==> src/rtl/epd_bringup_pkg.sv <==
package epd_bringup_pkg;

    typedef enum logic [3:0] {
        ST_OFF      = 4'd0,
        ST_RAMP     = 4'd1,
        ST_SETTLE   = 4'd2,
        ST_PULSE_HI = 4'd3,
        ST_PULSE_LO = 4'd4,
        ST_PRE_CS   = 4'd5,
        ST_CS_LEAD  = 4'd6,
        ST_READY    = 4'd7,
        ST_HOLD     = 4'd8
    } seq_st_e;

    typedef struct packed {
        logic pwr_en;
        logic line;
        logic cs_n;
        logic ready;
    } pins_t;

    // Floor on the line-high-to-first-data span, in ms.
    localparam int unsigned RST_TO_DATA_MIN_MS = 20;

    function automatic int unsigned ms_to_cyc(input int unsigned ms, input int unsigned khz);
        return ms * khz;
    endfunction

    // Chip-select lead stretched so that pre-CS + lead meets the floor.
    function automatic int unsigned cs_lead_ms(input int unsigned pre_cs, input int unsigned lead);
        if (pre_cs + lead >= RST_TO_DATA_MIN_MS)
            return lead;
        return RST_TO_DATA_MIN_MS - pre_cs;
    endfunction

    function automatic int unsigned max2(input int unsigned a, input int unsigned b);
        return (a > b) ? a : b;
    endfunction

    function automatic int unsigned bits_for(input int unsigned v);
        return (v < 2) ? 1 : $clog2(v + 1);
    endfunction

    function automatic logic is_timed(input seq_st_e s);
        return (s == ST_SETTLE) || (s == ST_PULSE_HI) || (s == ST_PULSE_LO) ||
               (s == ST_PRE_CS) || (s == ST_CS_LEAD) || (s == ST_HOLD);
    endfunction

endpackage

==> src/rtl/epd_bringup_timer.sv <==
module epd_bringup_timer #(
    parameter int unsigned CW = 8
) (
    input  logic          clk,
    input  logic          srst,
    input  logic          load_i,
    input  logic [CW-1:0] load_val_i,
    output logic          done_o
);

    logic [CW-1:0] cnt_q;

    always_ff @(posedge clk) begin
        if (srst)
            cnt_q <= '0;
        else if (load_i)
            cnt_q <= load_val_i;
        else if (cnt_q != '0)
            cnt_q <= cnt_q - 1'b1;
    end

    assign done_o = (cnt_q == '0);

    // a freshly loaded non-zero count cannot report done next cycle
    a_r5_load_not_done: assert property (@(posedge clk) disable iff (srst)
        (load_i && load_val_i != '0) |=> !done_o);

endmodule

==> src/rtl/epd_bringup_fsm.sv <==
module epd_bringup_fsm
    import epd_bringup_pkg::*;
#(
    parameter int unsigned CLK_KHZ       = 100000,
    parameter int unsigned T_SETTLE_MS   = 10,
    parameter int unsigned T_PULSE_HI_MS = 5,
    parameter int unsigned T_PULSE_LO_MS = 5,
    parameter int unsigned T_PRE_CS_MS   = 19,
    parameter int unsigned T_CS_LEAD_MS  = 1,
    parameter int unsigned T_HOLD_MS     = 100,
    parameter bit          EN_MODE       = 1'b0,
    parameter int unsigned CW            = 8
) (
    input  logic          clk,
    input  logic          srst,
    input  logic          start_i,
    input  logic          pgood_i,
    input  logic          down_i,
    input  logic          tmr_done_i,
    output logic          tmr_load_o,
    output logic [CW-1:0] tmr_val_o,
    output seq_st_e       st_o
);

    localparam int unsigned D_SETTLE  = ms_to_cyc(T_SETTLE_MS, CLK_KHZ);
    localparam int unsigned D_PULSEHI = ms_to_cyc(T_PULSE_HI_MS, CLK_KHZ);
    localparam int unsigned D_PULSELO = ms_to_cyc(T_PULSE_LO_MS, CLK_KHZ);
    localparam int unsigned D_PRECS   = ms_to_cyc(T_PRE_CS_MS, CLK_KHZ);
    localparam int unsigned D_CSLEAD  = ms_to_cyc(cs_lead_ms(T_PRE_CS_MS, T_CS_LEAD_MS), CLK_KHZ);
    localparam int unsigned D_HOLD    = ms_to_cyc(T_HOLD_MS, CLK_KHZ);

    // The step after settling depends on the line type.
    localparam seq_st_e AFTER_SETTLE = EN_MODE ? ST_PRE_CS : ST_PULSE_HI;

    seq_st_e st_q, st_d;

    function automatic logic [CW-1:0] reload(input int unsigned cyc);
        return (cyc == 0) ? '0 : CW'(cyc - 1);
    endfunction

    function automatic seq_st_e successor(input seq_st_e s);
        case (s)
            ST_SETTLE:   return AFTER_SETTLE;
            ST_PULSE_HI: return ST_PULSE_LO;
            ST_PULSE_LO: return ST_PRE_CS;
            ST_PRE_CS:   return ST_CS_LEAD;
            ST_CS_LEAD:  return ST_READY;
            ST_HOLD:     return ST_OFF;
            default:     return s;
        endcase
    endfunction

    always_comb begin
        st_d = st_q;
        case (st_q)
            ST_OFF: begin
                if (start_i)
                    st_d = ST_RAMP;
            end
            ST_RAMP: begin
                if (down_i)
                    st_d = ST_OFF;
                else if (pgood_i)
                    st_d = ST_SETTLE;
            end
            default: begin
                if (!pgood_i)
                    st_d = ST_OFF;
                else if (down_i && st_q != ST_HOLD)
                    st_d = ST_HOLD;
                else if (is_timed(st_q) && tmr_done_i)
                    st_d = successor(st_q);
            end
        endcase
    end

    always_comb begin
        case (st_d)
            ST_SETTLE:   tmr_val_o = reload(D_SETTLE);
            ST_PULSE_HI: tmr_val_o = reload(D_PULSEHI);
            ST_PULSE_LO: tmr_val_o = reload(D_PULSELO);
            ST_PRE_CS:   tmr_val_o = reload(D_PRECS);
            ST_CS_LEAD:  tmr_val_o = reload(D_CSLEAD);
            ST_HOLD:     tmr_val_o = reload(D_HOLD);
            default:     tmr_val_o = '0;
        endcase
    end

    assign tmr_load_o = (st_d != st_q);

    always_ff @(posedge clk) begin
        if (srst)
            st_q <= ST_OFF;
        else
            st_q <= st_d;
    end

    assign st_o = st_q;

    // supply loss in any powered state returns to off
    a_r9_pgood_loss: assert property (@(posedge clk) disable iff (srst)
        (st_q != ST_OFF && st_q != ST_RAMP && !pgood_i) |=> st_q == ST_OFF);

    // pre-CS interval is not left before its timer expires
    a_r4_pre_cs_held: assert property (@(posedge clk) disable iff (srst)
        (st_q == ST_PRE_CS && pgood_i && !down_i && !tmr_done_i) |=> st_q == ST_PRE_CS);

    // enable mode never visits the pulse steps
    a_r6_no_pulse: assert property (@(posedge clk) disable iff (srst)
        !(EN_MODE && (st_q == ST_PULSE_HI || st_q == ST_PULSE_LO)));

    // hold ends in off once its timer is done
    a_r8_hold_exit: assert property (@(posedge clk) disable iff (srst)
        (st_q == ST_HOLD && pgood_i && tmr_done_i) |=> st_q == ST_OFF);

endmodule

==> src/rtl/epd_bringup_drive.sv <==
module epd_bringup_drive
    import epd_bringup_pkg::*;
(
    input  seq_st_e st_i,
    output pins_t   pins_o
);

    always_comb begin
        pins_o = '0;
        case (st_i)
            ST_RAMP, ST_SETTLE, ST_HOLD: begin
                pins_o.pwr_en = 1'b1;
            end
            ST_PULSE_HI, ST_PRE_CS: begin
                pins_o.pwr_en = 1'b1;
                pins_o.line   = 1'b1;
                pins_o.cs_n   = 1'b1;
            end
            ST_PULSE_LO: begin
                pins_o.pwr_en = 1'b1;
                pins_o.cs_n   = 1'b1;
            end
            ST_CS_LEAD: begin
                pins_o.pwr_en = 1'b1;
                pins_o.line   = 1'b1;
            end
            ST_READY: begin
                pins_o.pwr_en = 1'b1;
                pins_o.line   = 1'b1;
                pins_o.ready  = 1'b1;
            end
            default: pins_o = '0;
        endcase
    end

endmodule

==> src/rtl/epd_bringup_seq.sv <==
module epd_bringup_seq
    import epd_bringup_pkg::*;
#(
    parameter int unsigned CLK_KHZ       = 100000,
    parameter int unsigned T_SETTLE_MS   = 10,
    parameter int unsigned T_PULSE_HI_MS = 5,
    parameter int unsigned T_PULSE_LO_MS = 5,
    parameter int unsigned T_PRE_CS_MS   = 19,
    parameter int unsigned T_CS_LEAD_MS  = 1,
    parameter int unsigned T_HOLD_MS     = 100,
    parameter bit          EN_MODE       = 1'b0
) (
    input  logic clk,
    input  logic srst,
    input  logic start_i,
    input  logic pgood_i,
    input  logic down_i,
    output logic pwr_en_o,
    output logic line_o,
    output logic cs_n_o,
    output logic ready_o
);

    localparam int unsigned MAX_MS = max2(max2(max2(T_SETTLE_MS, T_PULSE_HI_MS),
                                               max2(T_PULSE_LO_MS, T_PRE_CS_MS)),
                                          max2(cs_lead_ms(T_PRE_CS_MS, T_CS_LEAD_MS), T_HOLD_MS));
    localparam int unsigned CW = bits_for(ms_to_cyc(MAX_MS, CLK_KHZ));

    logic          tmr_load, tmr_done;
    logic [CW-1:0] tmr_val;
    seq_st_e       st;
    pins_t         pins;

    epd_bringup_fsm #(
        .CLK_KHZ(CLK_KHZ), .T_SETTLE_MS(T_SETTLE_MS), .T_PULSE_HI_MS(T_PULSE_HI_MS),
        .T_PULSE_LO_MS(T_PULSE_LO_MS), .T_PRE_CS_MS(T_PRE_CS_MS),
        .T_CS_LEAD_MS(T_CS_LEAD_MS), .T_HOLD_MS(T_HOLD_MS), .EN_MODE(EN_MODE), .CW(CW)
    ) u_fsm (
        .clk(clk), .srst(srst), .start_i(start_i), .pgood_i(pgood_i), .down_i(down_i),
        .tmr_done_i(tmr_done), .tmr_load_o(tmr_load), .tmr_val_o(tmr_val), .st_o(st)
    );

    epd_bringup_timer #(.CW(CW)) u_tmr (
        .clk(clk), .srst(srst), .load_i(tmr_load), .load_val_i(tmr_val), .done_o(tmr_done)
    );

    epd_bringup_drive u_drv (.st_i(st), .pins_o(pins));

    assign pwr_en_o = pins.pwr_en;
    assign line_o   = pins.line;
    assign cs_n_o   = pins.cs_n;
    assign ready_o  = pins.ready;

    // while ready, the controller is selected and running on supply
    a_r7_ready_pins: assert property (@(posedge clk) disable iff (srst)
        ready_o |-> (pwr_en_o && line_o && !cs_n_o));

    // ready only follows a cycle with chip-select already low
    a_r5_ready_after_cs: assert property (@(posedge clk) disable iff (srst)
        $rose(ready_o) |-> $past(!cs_n_o));

    // supply request never drops while a controller line is driven high
    a_r8_supply_last: assert property (@(posedge clk) disable iff (srst)
        $fell(pwr_en_o) |-> (!line_o && !cs_n_o && !ready_o));

endmodule

==> config.mk <==
export PLATFORM = sky130hd
export DESIGN_NAME = epd_bringup_seq
export DESIGN_NICKNAME = d
export VERILOG_FILES = /design/src/rtl/epd_bringup_pkg.sv /design/src/rtl/epd_bringup_timer.sv /design/src/rtl/epd_bringup_fsm.sv /design/src/rtl/epd_bringup_drive.sv /design/src/rtl/epd_bringup_seq.sv
export SDC_FILE = /design/constraint.sdc
export NUM_CORES = 1
export LEC_CHECK = 0
export ABC_AREA = 1
export BUFFER_PORTS_ARGS = -buffer_cell sky130_fd_sc_hd__buf_2
export CORE_MARGIN = 4
export CORE_UTILIZATION = 50
export CTS_BUF_LIST = sky130_fd_sc_hd__clkbuf_8
export DETAILED_ROUTE_END_ITERATION = 16
export PLACE_DENSITY = 0.68
export RECOVER_POWER = 100
export SLEW_MARGIN = 20
export SYNTH_ARGS = -nofsm -noshare
export SYNTH_HDL_FRONTEND = slang
export SYNTH_SLANG_ARGS = --single-unit
==> constraint.sdc <==
create_clock -name clk -period 2.9 [get_ports clk]
set_input_delay 0.145 -clock clk [delete_from_list [all_inputs] [get_ports clk]]
set_output_delay 0.145 -clock clk [all_outputs]
set_load 0.005 [all_outputs]
==> results of run 1 <==
==> logic make-up after synthesis <==
kind of cell	after synthesis
xor gates and xnor gates	20
buffers and inverters	50
and+or+nand+nor	210
adders and majority gates	2
DFF	28
AOI/OAI and AO/OA	41
==> cells in the mapped netlist, types with 2 or more instances <==
cell	number
nand2_1	86
nor2_1	49
inv_1	34
dfxtp_1	28
nand3_1	24
a21oi_1	14
o21ai_1	14
nor2_2	12
xor2_1	12
nor3_1	9
xnor2_1	8
nand3_2	7
nand4_1	7
inv_2	6
nand2_2	6
o211ai_1	6
nor2_4	4
nor4_1	3
buf_2	2
buf_4	2
buf_6	2
clkbuf_1	2
ha_1	2
nand2_4	2
o21ai_0	2
o21bai_1	2
==> worst max path at each step <==
stage | cells past startpoint | endpoint | from | slack (ns)
5_1_grt | 18 | u_tmr.cnt_q[15]$_SDFFE_PP0P_ | u_tmr.cnt_q[0]$_SDFFE_PP0P_ | 0.02
2_1_floorplan | 18 | u_tmr.cnt_q[0]$_SDFFE_PP0P_ | u_tmr.cnt_q[0]$_SDFFE_PP0P_ | 0.79
3_3_place_gp | 18 | u_tmr.cnt_q[13]$_SDFFE_PP0P_ | u_tmr.cnt_q[0]$_SDFFE_PP0P_ | 0.33
4_1_cts | 18 | u_tmr.cnt_q[13]$_SDFFE_PP0P_ | u_tmr.cnt_q[0]$_SDFFE_PP0P_ | 0.20
3_5_place_dp | 18 | u_tmr.cnt_q[13]$_SDFFE_PP0P_ | u_tmr.cnt_q[0]$_SDFFE_PP0P_ | 0.24
6_report | 18 | u_tmr.cnt_q[13]$_SDFFE_PP0P_ | u_tmr.cnt_q[0]$_SDFFE_PP0P_ | 0.27
==> per-layer routing <==
| metal | up-vias | global-route usage [%] |
|---|---|---|
| li1 | 1137 | - |
| met1 | 960 | 32.6 |
| met2 | 83 | 32.3 |
| met3 | 10 | 3.24 |
| met4 | 0 | 5.14 |
| met5 | - | 0 |
==> metrics by stage <==
stage               total power, mW  hold WS [ns]  cell area, um^2  instances
floorplan                      2.39         0.425             2210        351
global placement               2.84         0.551             2270        403
detailed placement             2.83         0.544             2270        403
CTS                            3.16         0.250             2340        407
global route                   3.47         0.262             2330        407
finish                         3.18         0.258             2330        407
==> final cells by class <==
cell class | count | area [um^2]
flip-flops and latches | 28 | 561
multi-input cells | 273 | 1420
inverters | 41 | 156
fillers | 417 | 1820
repair buffers | 11 | 57.6
well taps | 50 | 62.6
clock inverters | 1 | 30.0
clock buffers | 3 | 41.3
==> repair_timing <==
| item | in CTS | in global routing |
|---|---|---|
| gates resized for setup | 0 | 1 |
| hold endpoints to repair | 0 | 0 |
| endpoints found under the setup margin | 0 | 1 |
==> power breakdown <==
group          internal [mW]  switching, mW
combinational          0.809           1.36
clock                  0.185          0.127
sequential             0.531          0.166
==> flip-flops by register name, indices dropped and copies added, names as in the netlist <==
name,count
u_fsm.st_o,4
u_tmr.cnt_q,24
==> reports/qor.txt, run 1 <==
Die area -> 0.00554 mm^2
Total grt overflow -> 0
Fmax -> 380 MHz
Crit Path Max Fanout -> 19
Outcome -> complete, no violations
Io pins -> 9
DR WL/cell -> 13.7 um
Detailed Route WL -> 5590 um
Clk Tree Root Cell -> clkbuf_8
Reg clk slew, reported paths -> 0.10 ns
Chip Width -> 74.4 um
Post-place setup slack -> 0.236 ns
Hold path cells -> 2
Cell Pwr Density -> 1370 mW/mm^2
Via Count -> 2190
Net count, final -> 365
Slew headroom -> 65.9%
Multiplexer share of the synthesized area -> 0%
Antenna viol nets, final -> 0
Largest net degree at the start of global routing -> 20
Initial DRC count -> 278
Final Hold Vio Count -> 0
Fin util -> 56.1%
Synth warn -> 0
Min-delay worst type -> in -> reg
Synth Area in XOR/XNOR -> 7.94%
Post-synth cell types -> 32
Clock latency on the worst-skew pair -> 0.28 ns
Ant. Diodes -> 0
Slowest Stage Delay on Critical Path -> 0.31 ns
CP Class -> reg -> reg
Antenna violations before repair -> 0
WP buf/inv -> 3
Worst path most repeated cell -> nand2_1
Seq/Total Area, Yosys -> 25.4%
Core Area -> 0.00414 mm^2
Uppermost layer routed -> met4
CTS buffer count -> 3
R2R setup slack -> 0.27 ns
Asr flop ratio synth -> 0%
Vias per cell -> 5.38
GPL Wtd Cong -> 0.925
H-tree level count -> 1
Postcts setup bufs -> 0
Min Tclk post-route -> 2.63 ns
Max rail drop VDD -> 0.612 mV
MaxCap Viol Count -> 0
Reg-to-Reg Start -> u_tmr.cnt_q[0]$_SDFFE_PP0P_
Clock Path Buffers -> 2
Clock Sinks -> 28
Vias in the first global route -> 1909
Row Count -> 23
Syn Area/Cell -> 6.28 um^2
RSZ-0062 raised after global routing -> no
Kind of start point of the critical path -> flip-flop
Setup violators final -> 0
Required time of the critical path -> 3.12 ns
Final worst slack -> 0.271 ns
Area grow syn2layout -> 5.45%
Most common cell after layout, fill and taps aside -> nand2_1
Met1 WL -> 2740 um
Synth area leaders -> dfxtp_1 (25%), nand2_1 (15%), nor2_1 (8.3%), inv_1 (5.8%), nand3_1 (5.4%)
Port Buf Inserts -> 8
Number of synthesized flops with an enable pin -> 0
Starting Density -> 53.2%
Slew @ Worst Pin -> 0.508 ns
Synth area leader -> dfxtp_1
Crit. End Element -> flip-flop
R2r endpoint -> u_tmr.cnt_q[13]$_SDFFE_PP0P_
Data arrival, critical path -> 2.84 ns
Routed wl met3 -> 389 um
Clk_skew -> 0.00733 ns
Synthesized area -> 0.00221 mm^2
Main combinational cell family by area after synthesis -> simple AND/OR/NAND/NOR gates
First-pass GRT wire length -> 9300 um
Hold path start -> srst
GRT Util Overall -> 21.6%
Setup TNS -> 0 ns
Die height -> 74.4 um
CP max-delay cell -> dfxtp_1
First-pass detailed-route iteration total -> 5
Synth Flop Type -> dfxtp_1
Met2 wire len -> 2370 um
Leakage -> 1.18 nW
Hold buffer count at CTS -> 0
Simple-gate area share of the yosys netlist -> 45.2%
Synth Area in Compound Gates -> 10.7%
DRC violations left -> 0
Area share of the largest cell type after synthesis -> 25.4%
Layout cells sized above 1 -> 13.4%
Most frequent cells in the layout -> nand2_1 (86), nor2_1 (51), inv_1 (34)
Mapped Cells -> 351
Fin crit share -> 90.7%
Critical path, cell by cell -> inv_1 > ha_1 > inv_1 > nor2_1 > nand2_1 > nor2_2 > nand3_2 > o21bai_1 > nand3_1 > nand2_2 > nand2_1 > nand2_2 > nand2_4 > inv_4 > nand2_1 > nand2_1 > nand2_1 > nor2_1
Worst R2R Path Depth -> 18
Synth Area in Adders -> 1.13%
Worst hold endpoint -> u_tmr.cnt_q[22]$_SDFFE_PP0P_
Slew Limit Fails -> 0
Synth Register Bits -> 28
Cell family with most CP delay -> simple AND/OR/NAND/NOR gates
CTS tree -> yes
Post-DP HPWL -> 4310 um
Mapped Nets -> 358
(Power assumes the default switching activity.)
==> run 2, diff against run 1 <==
- ABC_AREA: 1 -> default
- GPL_TIMING_DRIVEN: default -> 1
==> reports/qor.txt, run 2 <==
MaxCap Viol Count -> 0 (unchanged)
Commonest cells in the netlist -> dfxtp_1 (28), nor2_1 (27), nand2_1 (21), xnor2_1 (12) (was nand2_1 (86), nor2_1 (49), inv_1 (34), dfxtp_1 (28), nand3_1 (24))
Crit Path Max Fanout -> 5 (was 19)
Setup violators final -> 0 (unchanged)
CTS buffer count -> 3 (unchanged)
Mapped Nets -> 259 (was 358)
CP Class -> reg -> reg (unchanged)
DR WL/cell -> 15.9 um (was 13.7 um)
Most frequent cells in the layout -> dfxtp_1 (28), nor2_1 (26), nand2_1 (21) (was nand2_1 (86), nor2_1 (51), inv_1 (34))
Largest net degree at the start of global routing -> 20 (unchanged)
Crit. End Element -> flip-flop (unchanged)
Total grt overflow -> 0 (unchanged)
CTS tree -> yes (unchanged)
Post-DP HPWL -> 3940 um (was 4310 um)
Seq/Total Area, Yosys -> 28.2% (was 25.4%)
Ant. Diodes -> 0 (unchanged)
Clk Tree Root Cell -> clkbuf_8 (unchanged)
Fin crit share -> 95.8% (was 90.7%)
Cell Pwr Density -> 804 mW/mm^2 (was 1370 mW/mm^2)
Synth area leaders -> dfxtp_1 (28%), xnor2_1 (5.3%), nor2_1 (5.1%), xor2_1 (4.9%), nand2_1 (4.0%) (was dfxtp_1 (25%), nand2_1 (15%), nor2_1 (8.3%), inv_1 (5.8%), nand3_1 (5.4%))
Synth warn -> 0 (unchanged)
Post-synth cell types -> 63 (was 32)
Net count, final -> 282 (was 365)
Fmax -> 360 MHz (was 380 MHz)
Vias per cell -> 6.15 (was 5.38)
Synth area leader -> dfxtp_1 (unchanged)
Mapped Cells -> 252 (was 351)
First-pass detailed-route iteration total -> 5 (unchanged)
Critical path, cell by cell -> or4_4 > or4_4 > o31a_1 > a211o_1 > buf_4 > nor2_1 > a21oi_1 > a221oi_1 (was inv_1 > ha_1 > inv_1 > nor2_1 > nand2_1 > nor2_2 > nand3_2 > o21bai_1 > nand3_1 > nand2_2 > nand2_1 > nand2_2 > nand2_4 > inv_4 > nand2_1 > nand2_1 > nand2_1 > nor2_1)
Synth Flop Type -> dfxtp_1 (unchanged)
Post-place setup slack -> 0.00265 ns (was 0.236 ns)
Antenna violations before repair -> 0 (unchanged)
Layout cells sized above 1 -> 18.2% (was 13.4%)
Largest register FFs -> 24 (unchanged)
Hold buffer count at CTS -> 0 (unchanged)
Port Buf Inserts -> 8 (unchanged)
Via Count -> 1980 (was 2190)
Kind of start point of the critical path -> flip-flop (unchanged)
Clk_skew -> 0.00635 ns (was 0.00733 ns)
Cell family with most CP delay -> simple AND/OR/NAND/NOR gates (unchanged)
Row Count -> 22 (was 23)
H-tree level count -> 1 (unchanged)
Number of synthesized flops with an enable pin -> 0 (unchanged)
Leakage -> 0.916 nW (was 1.18 nW)
Chip Width -> 71 um (was 74.4 um)
Synth Register Bits -> 28 (unchanged)
Fill cells -> 358 (was 417)
Max rail drop VDD -> 0.434 mV (was 0.612 mV)
DRC violations left -> 0 (unchanged)
Antenna viol nets, final -> 0 (unchanged)
Syn Area/Cell -> 7.87 um^2 (was 6.28 um^2)
Clock Path Buffers -> 2 (unchanged)
Die area -> 0.00504 mm^2 (was 0.00554 mm^2)
Largest register by flop count -> u_tmr.cnt_q (unchanged)
WP buf/inv -> 1 (was 3)
Worst path most repeated cell -> or4_4 (was nand2_1)
GPL Wtd Cong -> 0.991 (was 0.925)
Min Tclk post-route -> 2.78 ns (was 2.63 ns)
Die height -> 71 um (was 74.4 um)
Setup TNS -> 0 ns (unchanged)
Vias in the first global route -> 1763 (was 1909)
Slowest Stage Delay on Critical Path -> 0.52 ns (was 0.31 ns)
Core Area -> 0.00374 mm^2 (was 0.00414 mm^2)
Most common cell in the netlist -> dfxtp_1 (was nand2_1)
Slew headroom -> 63.3% (was 65.9%)
GRT Util Overall -> 21.0% (was 21.6%)
Initial DRC count -> 173 (was 278)
Reg clk slew, reported paths -> 0.10 ns (about the same)
RSZ-0062 raised after global routing -> no (unchanged)
Io pins -> 9 (unchanged)
Slew Limit Fails -> 0 (unchanged)
CP max-delay cell -> or4_4 (was dfxtp_1)
Clock latency on the worst-skew pair -> 0.28 ns (about the same)
Slew @ Worst Pin -> 0.549 ns (was 0.508 ns)
Min-delay worst type -> in -> reg (unchanged)
Outcome -> complete, no violations (unchanged)
Starting Density -> 53.0% (was 53.2%)
R2R setup slack -> 0.12 ns (was 0.27 ns)
Data arrival, critical path -> 2.97 ns (was 2.84 ns)
Final worst slack -> 0.121 ns (was 0.271 ns)
Clock Sinks -> 28 (unchanged)
Detailed Route WL -> 5110 um (was 5590 um)
First-pass GRT wire length -> 8660 um (was 9300 um)
Final Hold Vio Count -> 0 (unchanged)
Required time of the critical path -> 3.09 ns (was 3.12 ns)
Most common cell after layout, fill and taps aside -> dfxtp_1 (was nand2_1)
Area grow syn2layout -> 14.9% (was 5.45%)
Area share of the largest cell type after synthesis -> 28.2% (was 25.4%)
Synthesized area -> 0.00198 mm^2 (was 0.00221 mm^2)
Asr flop ratio synth -> 0% (unchanged)
==> run 2: cell types whose count changed after synthesis, sizes merged, moves of 6 or more <==
| cell | previous run | this run |
|---|---|---|
| nor2 | 65 | 27 |
| a211oi | 0 | 7 |
| and3 | 0 | 7 |
| inv | 40 | 4 |
| nand4 | 8 | 2 |
| nand2 | 94 | 22 |
| a31oi | 0 | 7 |
| nand2b | 0 | 6 |
| o211ai | 6 | 0 |
| nand3 | 31 | 12 |
==> run 2: area by class of cell <==
cell class	instances	area [um^2]	area share [%]
multi-input combinational	208	1380	60.4
timing repair buffer	30	195	8.56
inverter	4	15.0	0.659
sequential	28	561	24.6
tap	48	60.1	2.63
clock buffer	3	41.3	1.81
clock inverter	1	30.0	1.32
==> run 2: cells by family after synthesis <==
logic type,share of synthesized area (%)
buffers and inverters,3.53
AOI/OAI and AO/OA,23.2
adders and majority gates,1.26
xor gates and xnor gates,10.2
and+or+nand+nor,32.5
DFF,28.2
muxes,1.07
==> run 2: report_power, final <==
part	switching (mW)	total, mW	internal, mW
combinational	0.545	0.978	0.432
clock	0.128	0.314	0.185
sequential	0.0809	0.541	0.461
==> run 2: what timing repair did <==
action	in CTS	in global routing
setup endpoints to repair	3	10
buffers inserted	1	0
gates resized for setup	0	5
pin swaps	1	1
==> run 2: per-layer routing <==
layer	routed length, um	track usage [%]	part of all wire [%]	vias up
li1	-	-	-	992
met1	2450	30.9	48	914
met2	2240	31.5	44	61
met3	307	3.84	6.0	13
met4	112	5.43	2.2	0
met5	0	0	0	-
==> run 2: worst paths after layout <==
| kind | start | cells after the start | endpoint |
|---|---|---|---|
| worst max-delay path | u_tmr.cnt_q[17]$_SDFFE_PP0P_ | 8 | u_tmr.cnt_q[19]$_SDFFE_PP0P_ |
| worst min-delay path | srst | 2 | u_tmr.cnt_q[23]$_SDFFE_PP0P_ |
| worst max register to register | u_tmr.cnt_q[17]$_SDFFE_PP0P_ | 8 | u_tmr.cnt_q[19]$_SDFFE_PP0P_ |
| worst min register to register | u_tmr.cnt_q[22]$_SDFFE_PP0P_ | 2 | u_tmr.cnt_q[22]$_SDFFE_PP0P_ |
==> run 2: stage by stage <==
step                cells  util, %  total power, mW  area, um^2  hold slack [ns]
detailed placement    317     58.4             1.51        2190            0.533
floorplan             252        -             1.21        1980            0.359
global route          322     60.9             1.97        2280            0.258
finish                322     60.9             1.83        2280            0.250
CTS                   322     60.5             1.83        2270            0.243
global placement      317     58.4             1.50        2190            0.531
